File: src/rtl/line_pkg.sv
package line_pkg;
  typedef struct packed {
    logic load;
    logic step;
  } ctlStrobes_t;
endpackage

File: src/rtl/line_dp.sv
module line_dp
  import line_pkg::*;
#(
  parameter int COORD_W = 12,
  parameter int DELTA_W = 11,
  parameter int COLOR_W = 24,
  parameter int PAT_W   = 16
) (
  input  logic               clk,
  input  logic               rstN,
  input  ctlStrobes_t        strb,
  input  logic [COORD_W-1:0] startX,
  input  logic [COORD_W-1:0] startY,
  input  logic [DELTA_W-1:0] deltaX,
  input  logic [DELTA_W-1:0] deltaY,
  input  logic               xMajor,
  input  logic               xDec,
  input  logic               yDec,
  input  logic [PAT_W-1:0]   pattern,
  input  logic [$clog2(PAT_W)-1:0] patLast,
  input  logic [COLOR_W-1:0] fgColor,
  input  logic [COLOR_W-1:0] bgColor,
  input  logic               bgFill,
  output logic [COORD_W-1:0] curX,
  output logic [COORD_W-1:0] curY,
  output logic [COLOR_W-1:0] color,
  output logic               visible,
  output logic               lastPix
);
  localparam int CNT_W = $clog2(PAT_W);
  localparam int ERR_W = DELTA_W + 2;
  localparam logic signed [ERR_W-1:0] ERR_INIT = ERR_W'(2 ** DELTA_W);

  logic [DELTA_W-1:0] dMajR, dMinR, remain;
  logic [PAT_W-1:0]   patR;
  logic [CNT_W-1:0]   lastR, patIdx;
  logic [COLOR_W-1:0] fgR, bgR;
  logic               bgFillR, xMajorR, xDecR, yDecR;
  logic signed [ERR_W-1:0] err, errSum;
  logic               minorStep, onBit;
  logic [DELTA_W-1:0] majIn, minIn;

  assign majIn     = xMajor ? deltaX : deltaY;
  assign minIn     = xMajor ? deltaY : deltaX;
  assign errSum    = err + $signed({2'b00, dMinR});
  assign minorStep = errSum >= ERR_INIT;
  assign onBit     = patR[patIdx];
  assign visible   = onBit | bgFillR;
  assign color     = onBit ? fgR : bgR;
  assign lastPix   = remain == '0;

  always_ff @(posedge clk or negedge rstN) begin
    if (!rstN) begin
      curX <= '0; curY <= '0; err <= ERR_INIT; remain <= '0;
      dMajR <= '0; dMinR <= '0; patR <= '0; lastR <= '0; patIdx <= '0;
      fgR <= '0; bgR <= '0; bgFillR <= 1'b0;
      xMajorR <= 1'b1; xDecR <= 1'b0; yDecR <= 1'b0;
    end else if (strb.load) begin
      curX    <= startX;
      curY    <= startY;
      dMajR   <= majIn;
      dMinR   <= minIn;
      remain  <= majIn;
      err     <= ERR_INIT - $signed({3'b000, majIn[DELTA_W-1:1]});
      patR    <= pattern;
      lastR   <= patLast;
      patIdx  <= '0;
      fgR     <= fgColor;
      bgR     <= bgColor;
      bgFillR <= bgFill;
      xMajorR <= xMajor;
      xDecR   <= xDec;
      yDecR   <= yDec;
    end else if (strb.step) begin
      remain <= remain - 1'b1;
      patIdx <= (patIdx == lastR) ? '0 : patIdx + 1'b1;
      err    <= minorStep ? errSum - $signed({2'b00, dMajR}) : errSum;
      if (xMajorR || minorStep) curX <= xDecR ? curX - 1'b1 : curX + 1'b1;
      if (!xMajorR || minorStep) curY <= yDecR ? curY - 1'b1 : curY + 1'b1;
    end
  end

  AST_ERR_RANGE: assert property (@(posedge clk) disable iff (!rstN)
    (err > 0) && (err <= ERR_INIT));
  AST_IDX_RANGE: assert property (@(posedge clk) disable iff (!rstN)
    patIdx <= lastR);
  AST_MAJOR_STEP: assert property (@(posedge clk) disable iff (!rstN)
    strb.step |=> (xMajorR ? (curX != $past(curX)) : (curY != $past(curY))));
endmodule

File: src/rtl/line_ctl.sv
module line_ctl
  import line_pkg::*;
(
  input  logic        clk,
  input  logic        rstN,
  input  logic        start,
  input  logic        visible,
  input  logic        lastPix,
  input  logic        pixReady,
  output ctlStrobes_t strb,
  output logic        pixValid,
  output logic        done
);
  typedef enum logic {IDLE, RUN} state_t;
  state_t state;
  logic   adv;

  assign adv       = (state == RUN) && (!visible || pixReady);
  assign pixValid  = (state == RUN) && visible;
  assign strb.load = (state == IDLE) && start;
  assign strb.step = adv;

  always_ff @(posedge clk or negedge rstN) begin
    if (!rstN) begin
      state <= IDLE;
      done  <= 1'b0;
    end else begin
      done <= adv && lastPix;
      if (strb.load) state <= RUN;
      else if (adv && lastPix) state <= IDLE;
    end
  end

  AST_DONE_PULSE: assert property (@(posedge clk) disable iff (!rstN)
    done |=> !done);
  AST_DONE_IDLE: assert property (@(posedge clk) disable iff (!rstN)
    done |-> !pixValid);
endmodule

File: src/rtl/line_draw.sv
module line_draw
  import line_pkg::*;
#(
  parameter int COORD_W = 12,
  parameter int DELTA_W = 11,
  parameter int COLOR_W = 24,
  parameter int PAT_W   = 16
) (
  input  logic               clk,
  input  logic               rstN,
  input  logic               start,
  input  logic [COORD_W-1:0] startX,
  input  logic [COORD_W-1:0] startY,
  input  logic [DELTA_W-1:0] deltaX,
  input  logic [DELTA_W-1:0] deltaY,
  input  logic               xMajor,
  input  logic               xDec,
  input  logic               yDec,
  input  logic [PAT_W-1:0]   pattern,
  input  logic [$clog2(PAT_W)-1:0] patLast,
  input  logic [COLOR_W-1:0] fgColor,
  input  logic [COLOR_W-1:0] bgColor,
  input  logic               bgFill,
  input  logic               pixReady,
  output logic               pixValid,
  output logic [COORD_W-1:0] pixX,
  output logic [COORD_W-1:0] pixY,
  output logic [COLOR_W-1:0] pixColor,
  output logic               done
);
  ctlStrobes_t strb;
  logic visible, lastPix;

  line_ctl u_ctl (
    .clk(clk), .rstN(rstN), .start(start), .visible(visible),
    .lastPix(lastPix), .pixReady(pixReady), .strb(strb),
    .pixValid(pixValid), .done(done)
  );

  line_dp #(.COORD_W(COORD_W), .DELTA_W(DELTA_W), .COLOR_W(COLOR_W), .PAT_W(PAT_W)) u_dp (
    .clk(clk), .rstN(rstN), .strb(strb), .startX(startX), .startY(startY),
    .deltaX(deltaX), .deltaY(deltaY), .xMajor(xMajor), .xDec(xDec), .yDec(yDec),
    .pattern(pattern), .patLast(patLast), .fgColor(fgColor), .bgColor(bgColor),
    .bgFill(bgFill), .curX(pixX), .curY(pixY), .color(pixColor),
    .visible(visible), .lastPix(lastPix)
  );

  AST_HOLD_STABLE: assert property (@(posedge clk) disable iff (!rstN)
    (pixValid && !pixReady) |=> (pixValid && $stable(pixX) && $stable(pixY) && $stable(pixColor)));
endmodule

File: config.mk
export PLATFORM = sky130hd
export DESIGN_NAME = line_draw
export DESIGN_NICKNAME = d
export VERILOG_FILES = /design/src/rtl/line_pkg.sv /design/src/rtl/line_dp.sv /design/src/rtl/line_ctl.sv /design/src/rtl/line_draw.sv
export SDC_FILE = /design/constraint.sdc
export NUM_CORES = 1
export LEC_CHECK = 0
export BUFFER_PORTS_ARGS = -buffer_cell sky130_fd_sc_hd__clkbuf_2
export CAP_MARGIN = 20
export CELL_PAD_IN_SITES_DETAIL_PLACEMENT = 0
export CELL_PAD_IN_SITES_GLOBAL_PLACEMENT = 1
export CORE_UTILIZATION = 38
export CTS_CLUSTER_SIZE = 40
export DETAILED_ROUTE_END_ITERATION = 7
export GPL_ROUTABILITY_DRIVEN = 0
export PLACE_DENSITY_LB_ADDON = 0.1
export SLEW_MARGIN = 20
export SYNTH_ARGS = -nofsm -noshare
export SYNTH_HDL_FRONTEND = slang
export SYNTH_SLANG_ARGS = --single-unit
File: constraint.sdc
create_clock -name clk -period 3.31 [get_ports clk]
set_input_delay 0.993 -clock clk [delete_from_list [all_inputs] [get_ports clk]]
set_output_delay 0.993 -clock clk [all_outputs]
set_load 0.01 [all_outputs]
==> flow_summary.ini, run 1 <==
[run_status]
status = finished, violations left
violations = setup timing

[worst_setup_path]
crit_path_end_kind = primary output
critical_path_required_ps = 2320
cp-start-kind = register
crit_path_start = u_dp.patIdx[0]
r2r_setup_slack_ps = 30
worst_ep_arrival_time_ps = 2480
endpoint = pixColor[1]
regToRegEndpoint = u_dp.err[10]
reg2reg_depth = 16
cp_max_fo = 9
path_class = register to primary output
r2r-start = u_dp.err[1]

[logic_synthesis]
synth.most_common_cell = nand2_1
syn_area_per_cell_sq_um = 8.80
syn_inst = 1019
async_reset_ff_share_pct = 100
synth_edf_count = 0
yosysWarnings = 0
synth.cell_area_sq_um = 8970
synth_top_flop_cell = dfrtp_1
synth.area.top_cells = dfrtp_1 41%, nand2_1 11%, ha_1 6.3%
yosysSeqAreaShare_pct = 41.3
synth_cell_types = 65
yosysTopAreaCell = dfrtp_1
syn_nets = 1190
netlist.area_leader.share_pct = 40.7
ys_ff_latch = 148
synthTopCellsByCount = 253 x nand2_1, 146 x dfrtp_1, 68 x nor2_1, 58 x a21oi_1, 52 x mux2i_1

[power]
powerDensity_nw_per_um2 = 1360
ir_drop_uv = 628
p_leak_uw = 0.00565

[clocking]
clock_sinks = 148
clk_pin_slew_ps = 70
numCtsBuffers = 17
clockBufferDepth = 2
cts_root_buffer = clkbuf_16
clk_latency_ps = 430
cts_max_level = 4
cts_tree = built

[sta]
period_share_pct = 105
tightest_slew_ps = 802
skew_ps = 14.0
setup-tns-final_ps = -3550
grt_setup_unrepaired = true
hold_viol = 0
setup_viol = 25
worst_slack_ps = -166
fin_hold_ws_ps = 469
period_minus_slack_ps = 3480
max_slew_margin_pct = 46.4
clock.fmax_mhz = 288
slew_violations = 0

[finish]
drive_above_1_share_pct = 26.7
area_growth_pct = 26.7
diodes = 0
layout.cells.non_filler = 1543
nets = 1389

[worst_hold_path]
min_path_cells = 2
hold_class = register to register

[detailed_routing]
ant_nets = 0
drc = 0
wire_per_inst_microns = 15.2
drt_wl_total_mm = 23.5
dr_total_vias = 7670
first_pass_iters = 5
drt_iter0_markers = 392
viasPerCell = 4.97

[global_routing]
grt_pass1_wl_mm = 38.3
antenna_found_initial = 0
grtUsageTotal_pct = 20.0
grt_max_degree = 98
grt_overflow = 0
grt_pass1_vias = 7623

[placement]
placed_cells = 1500
dp_hpwl_mm = 16.8
port_buffers = 171

[die]
num_rows = 55
io_pins = 172
die_area_sq_um = 24200
core_area_sq_um = 22900
fp.dieH_microns = 156
start_util_pct = 39.1
fp.dieW_microns = 156

[run]
drv_cap = 0
## worst min-delay path by stage
stage,end,start
6_report,u_dp.fgR[16],u_dp.fgR[16]
5_1_grt,u_dp.fgR[9],u_dp.fgR[9]
4_1_cts,u_dp.fgR[16],u_dp.fgR[16]
3_5_place_dp,u_dp.bgR[16],u_dp.bgR[16]
3_3_place_gp,u_dp.patR[3],u_dp.patR[3]
2_1_floorplan,u_ctl.done,u_dp.remain[10]
## power breakdown
part	switching (uW)	internal [uW]
Clock	899	994
Combinational	5070	5040
Sequential	681	2760
## critical path, cell delays in order, from the launching register on
cell	delay, ps
dfrtp_2	450
mux4_2	550
mux2i_4	180
mux2_4	240
clkbuf_16	170
mux2_1	320
clkbuf_2	140
## stage by stage
stage               cell area [sq um]  total power (uW)  utilization, %  setup slack, ps
floorplan                        8970              9860               -              182
global placement                10400             12300            45.6            -33.2
detailed placement              10400             12300            45.6            -56.8
CTS                             11100             14600            48.4             -221
global route                    11400             16900            49.6             -288
finish                          11400             15500            49.6             -166
## metal layers
layer  routed length, microns  GRT usage (%)  share of wire (%)  up-vias
met2                    10900           33.2                 46      176
met3                     1570           6.25                6.7       11
met5                        0              0                  0        -
met1                    10900           25.5                 46     3590
met4                      178           4.20               0.76        0
li1                         -              -                  -     3893
## cell type report
cell class | instances | area, sq um
clock buffer | 17 | 425
clock inverter | 14 | 131
fill | 2289 | 11600
inverter | 41 | 154
multi-input combinational | 784 | 5160
sequential | 148 | 3710
tap | 313 | 392
timing repair buffer | 226 | 1400
## registers in the layout, summed over array words and instances, names as in the netlist
register	flops
u_dp.err	13
u_dp.remain	11
u_dp.dMinR	11
u_dp.curY	12
u_dp.yDecR	1
u_dp.bgFillR	1
u_dp.patIdx	4
u_dp.fgR	24
u_dp.curX	12
u_ctl.state	1
u_dp.xDecR	1
u_dp.patR	16
u_dp.xMajorR	1
u_dp.dMajR	11
u_dp.bgR	24
u_dp.lastR	4
u_ctl.done	1
## cell usage in the layout, fill, tap and decap left out, types with 5 or more instances in the layout
cell	synthesis	layout
o21ai_0	21	18
mux2_4	0	5
a31oi_1	9	9
ha_1	45	39
mux2_2	20	16
clkbuf_16	0	18
xnor2_1	37	34
nand2_1	253	251
a21oi_1	58	52
inv_8	0	5
o31ai_1	5	5
o21ai_1	39	40
nand2b_1	8	8
and3_1	5	5
dfrtp_1	146	145
nor3_1	19	17
a211oi_1	7	6
inv_1	39	38
clkbuf_2	0	166
nand3_1	17	15
mux2i_1	52	50
xor2_1	11	11
o21a_1	8	8
a21o_1	11	11
a21oi_2	0	5
buf_6	3	6
buf_4	0	47
nand4_1	5	5
buf_12	0	6
nor2b_1	8	6
inv_6	0	5
nor2_1	68	66
## repair_timing
item | 4_1_cts | 5_1_grt
cloned | 0 | 1
hold buffers | 0 | 0
resized for setup | 13 | 46
setup endpoints to repair | 26 | 50
pin swaps | 5 | 21
setup buffers | 6 | 5
## logic make-up after synthesis
group,count (synthesis),synth area share [%]
xor gates and xnor gates,48,4.69
AOI/OAI and AO/OA,196,13.6
muxes,81,9.94
adders and majority gates,49,7.17
buffers and inverters,87,3.90
DFF,148,41.3
and+or+nand+nor,410,19.4
Power figures use the tool's default switching activity.
==> inputs of run 2 (changes only) <==
--- a/config.mk
+++ b/config.mk
@@ -14,7 +14,8 @@
 export DETAILED_ROUTE_END_ITERATION = 7
 export GPL_ROUTABILITY_DRIVEN = 0
 export PLACE_DENSITY_LB_ADDON = 0.1
-export SLEW_MARGIN = 20
+export RECOVER_POWER = 25
+export SLEW_MARGIN = 25
 export SYNTH_ARGS = -nofsm -noshare
 export SYNTH_HDL_FRONTEND = slang
 export SYNTH_SLANG_ARGS = --single-unit
==> run 2 against run 1 <==
- the flow still finishes with violations (setup timing)
- die area is the same
- sequential power is essentially flat
- critical path depth is the same
==> flow_summary.ini, run 2 (synthesis results as in run 1) <==
[worst_setup_path]
cp_max_fo = 9
critical_path_required_ps = 2320
crit_path_end_kind = primary output
path_class = register to primary output
cp-start-kind = register
worst_ep_arrival_time_ps = 2490

[detailed_routing]
drt_iter0_markers = 352
wire_per_inst_microns = 15.3
drc = 0
first_pass_iters = 5
dr_total_vias = 7644
drt_wl_total_mm = 23.5
viasPerCell = 4.95
ant_nets = 0

[finish]
multi_input_area_sq_um = 5160
nets = 1389
diodes = 0
drive_above_1_share_pct = 26.7
fin_util_pct = 49.5
nFillCells = 2293
seq_area_sq_um = 3710
layout.cells.most_common_list = 251 x nand2_1, 168 x clkbuf_2, 145 x dfrtp_1
area_growth_pct = 26.4
layout_commonest_cell = nand2_1
largestRegisters = u_dp.bgR x24, u_dp.fgR x24, u_dp.patR x16

[sta]
slew_violations = 0
period_minus_slack_ps = 3480
hold_viol = 0
tightest_slew_ps = 1360
period_share_pct = 105
setup_viol = 25
clock.fmax_mhz = 287
max_slew_margin_pct = 9.29
grt_setup_unrepaired = true
fin_hold_ws_ps = 469
worst_slack_ps = -173
skew_ps = 13.7

[die]
fp.dieH_microns = 156
num_rows = 55
io_pins = 172
start_util_pct = 39.1
core_area_sq_um = 22900
die_area_sq_um = 24200
fp.dieW_microns = 156

[global_routing]
groute.layer.met1.usage_pct = 25.5
antenna_found_initial = 0
busiest_layer = met2
grt_pass1_wl_mm = 38.3
grt_use_met3_pct = 6.25
grt_overflow = 0
grt_max_degree = 98
use_met2_pct = 33.2
grtUsageTotal_pct = 20.0
grt_pass1_vias = 7623

[placement]
place_ws_ps = -56.8
port_buffers = 171
dp_hpwl_mm = 16.8

[power]
finalPower_uw = 15400
ir_drop_uv = 631
powerDensity_nw_per_um2 = 1360
p_leak_uw = 0.00565

[run]
drv_cap = 0

[clocking]
cts_tree = built
clk_latency_ps = 430
cts_root_buffer = clkbuf_16
clock_sinks = 148
numCtsBuffers = 17
clk_pin_slew_ps = 70
cts_max_level = 4
clockBufferDepth = 2

[run_status]
status = finished, violations left
violations = setup timing

[worst_hold_path]
hold_class = register to register
## run 2: cell count changes in the layout (fill, tap and decap cells not counted)
cell,previous run,this run
clkbuf_2,166,168
buf_12,6,5
buf_6,6,5
## run 2: layout make-up
type | count | share of cell area (%)
Multi-Input combinational cell | 784 | 45.5
Clock inverter | 14 | 1.16
Clock buffer | 17 | 3.75
Timing Repair Buffer | 226 | 12.1
Sequential cell | 148 | 32.7
Inverter | 41 | 1.36
Tap cell | 313 | 3.45
## run 2: power by group
group	switching [uW]	internal [uW]
Combinational	5070	5040
Sequential	681	2760
Clock	898	994
Total	6650	8800
## run 2: layer usage
layer  part of all wire, %  wire, microns  vias to the layer above
met4                  0.76            178                        0
met1                    46          10900                     3571
li1                      -              -                     3892
met5                     0              0                        -
met3                   6.7           1570                       11
met2                    46          10900                      170
## run 2: path summary, 6_finish.rpt
kind,end,cells after the start,from,slack [ps]
min,u_dp.fgR[16],2,u_dp.fgR[16],470
max,pixColor[1],6,u_dp.patIdx[0],-170
min in group asynchronous,u_dp.dMajR[8],1,rstN,870
max reg2reg,u_dp.err[10],16,u_dp.err[1],30
max in group asynchronous,u_dp.bgR[1],2,rstN,640
min reg2reg,u_dp.fgR[16],2,u_dp.fgR[16],470
## run 2: what timing repair did
action	CTS	global route
hold endpoints to repair	0	0
hold buffers	0	0
setup endpoints to repair	26	50
resized for setup	13	46
buffers inserted	6	5
gates cloned	0	1
pin swaps	5	21
## run 2: stage by stage
stage	setup TNS [ps]	std cells	instance area, sq um
after floorplan	0	1019	8970
after global placement	-33.2	1500	10400
after detailed placement	-56.8	1500	10400
after CTS	-4780	1537	11100
after global routing	-6770	1543	11300
final	-3690	1543	11300
## run 2: worst max-delay path: stages (launching register included)
cell and delay (ps):
dfrtp_2 450, mux4_2 550, mux2i_4 190, mux2_4 240, clkbuf_16 170, mux2_1 310
clkbuf_2 140
==> inputs of run 3 (changes only) <==
--- a/config.mk
+++ b/config.mk
@@ -7,13 +7,12 @@
 export LEC_CHECK = 0
 export BUFFER_PORTS_ARGS = -buffer_cell sky130_fd_sc_hd__clkbuf_2
 export CAP_MARGIN = 20
-export CELL_PAD_IN_SITES_DETAIL_PLACEMENT = 0
-export CELL_PAD_IN_SITES_GLOBAL_PLACEMENT = 1
-export CORE_UTILIZATION = 38
+export CORE_UTILIZATION = 49
 export CTS_CLUSTER_SIZE = 40
 export DETAILED_ROUTE_END_ITERATION = 7
 export GPL_ROUTABILITY_DRIVEN = 0
-export PLACE_DENSITY_LB_ADDON = 0.1
+export MAX_ROUTING_LAYER = met4
+export PLACE_DENSITY = 0.75
 export RECOVER_POWER = 25
 export SLEW_MARGIN = 25
 export SYNTH_ARGS = -nofsm -noshare
==> constraint.sdc (replaced) <==
create_clock -name clk -period 2.9 [get_ports clk]
set_input_delay 0.87 -clock clk [delete_from_list [all_inputs] [get_ports clk]]
set_output_delay 0.87 -clock clk [all_outputs]
set_load 0.01 [all_outputs]
==> run 3 against run 2 <==
- the run still ends with setup timing left
- global-route usage rose by 6.8 points
- clock skew is 3.7 ps lower
- wire length increased by 5.6%
- die area shrank 22%
- register-to-register slack worse by 440 ps
- sequential cell count did not move
- cell count fell by 2.8%
- final area grew 5.6%
- worst hold slack better by 6.1 ps
- critical endpoint unchanged
- non-clock buffer count grew 40
==> flow_summary.ini, run 3 (synthesis results as in run 1) <==
[worst_setup_path]
path_class = register to primary output
worstPathCellList = mux4_2 > mux2i_2 > mux2_4 > buf_16 > mux2_1 > clkbuf_2
worst_ep_arrival_time_ps = 2500
cp_num_buf_inv = 2
max_stage_delay_ps = 530
cp-start-kind = register
critical_path_required_ps = 2030
crit_path_end_kind = primary output
cp_max_fo = 12
slowest_stage = mux4_2
critPathTopFamily = multiplexers

[sta]
fin_hold_ws_ps = 475
skew_ps = 10.0
slew_violations = 0
tightest_slew_ps = 1350
period_minus_slack_ps = 3370
clock.fmax_mhz = 297
period_share_pct = 116
hold_viol = 0
setup_viol = 55
grt_setup_unrepaired = true
max_slew_margin_pct = 9.68
worst_slack_ps = -465

[detailed_routing]
ant_nets = 0
viasPerCell = 5.47
wire_per_inst_microns = 16.6
drt_wl_total_mm = 24.8
drt_iter0_markers = 561
dr_total_vias = 8201
drc = 0
first_pass_iters = 5

[worst_hold_path]
hold_class = register to register

[run_status]
violations = setup timing
status = finished, violations left

[finish]
diodes = 0
layout_commonest_cell = nand2_1
largestRegisters = u_dp.bgR x24, u_dp.fgR x24, u_dp.patR x16
nets = 1429
layout.cells.most_common_list = 251 x nand2_1, 162 x clkbuf_2, 145 x dfrtp_1
drive_above_1_share_pct = 31.9
area_growth_pct = 33.5

[global_routing]
grtUsageTotal_pct = 26.8
grt_pass1_vias = 8079
grt_overflow = 0
grt_max_degree = 90
grt_pass1_wl_mm = 38.7
antenna_found_initial = 0

[placement]
dp_hpwl_mm = 16.1
port_buffers = 171

[die]
io_pins = 172
num_rows = 49
fp.dieH_microns = 137
start_util_pct = 49.9
core_area_sq_um = 18000
die_area_sq_um = 18900
fp.dieW_microns = 137

[clocking]
cts_root_buffer = clkbuf_16
cts_tree = built
clock_sinks = 148
ctsHoldBuffers = 0
clockBufferDepth = 2
clk_latency_ps = 430
cts_max_level = 4
numCtsBuffers = 17
clk_pin_slew_ps = 70

[run]
drv_cap = 0
-- run 3: stage by stage --
stage / instances / cell area [sq um] / setup slack (ps) / setup TNS, ps / utilization (%)
6_report: 1500 / 12000 / -465 / -17520 / 66.7
5_1_grt: 1500 / 12000 / -588 / -23920 / 66.7
3_3_place_gp: 1442 / 10600 / -220 / -5410 / 58.8
3_5_place_dp: 1442 / 10600 / -321 / -9020 / 58.8
4_1_cts: 1496 / 11600 / -484 / -15820 / 64.6
2_1_floorplan: 1019 / 9010 / -90.8 / -132 / -
-- run 3: routing by layer --
metal | track usage, % | vias to the layer above | wire length, microns
li1 | - | 3980 | -
met4 | 8.55 | 0 | 552
met2 | 42.6 | 277 | 12300
met5 | - | - | 0
met1 | 34.1 | 3886 | 10600
met3 | 6.00 | 58 | 1410
-- run 3: final cells by class --
cell class / instances / area, sq um
Clock buffer: 17 / 425
Inverter: 41 / 154
Fill cell: 1383 / 5990
Multi-Input combinational cell: 784 / 5420
Tap cell: 229 / 287
Timing Repair Buffer: 266 / 1820
Clock inverter: 15 / 160
Sequential cell: 148 / 3710
-- run 3: worst paths after layout --
path / start / endpoint / slack [ps] / depth (start not counted)
max: u_dp.patIdx[0] / pixColor[1] / -470 / 6
min: u_dp.patR[7] / u_dp.patR[7] / 480 / 2
max reg2reg: u_dp.dMinR[0] / u_dp.err[10] / -410 / 17
min reg2reg: u_dp.patR[7] / u_dp.patR[7] / 480 / 2
max in group asynchronous: rstN / u_dp.xDecR / 650 / 2
min in group asynchronous: rstN / u_dp.dMinR[5] / 750 / 1
-- run 3: tightest hold or removal path, delay by kind of cell (launching register included) --
family,cells,cell delay (ps)
and+or+nand+nor,2,100
DFF,1,340
-- run 3: timing repair --
item,CTS,global route
gates resized for setup,59,74
pin swaps,36,49
setup endpoints to repair,57,69
buffers inserted,23,6
gates cloned,1,1
Power of run 3 is not shown: default switching activity piles up to over one toggle a cycle in this logic, so the estimate is an artifact.
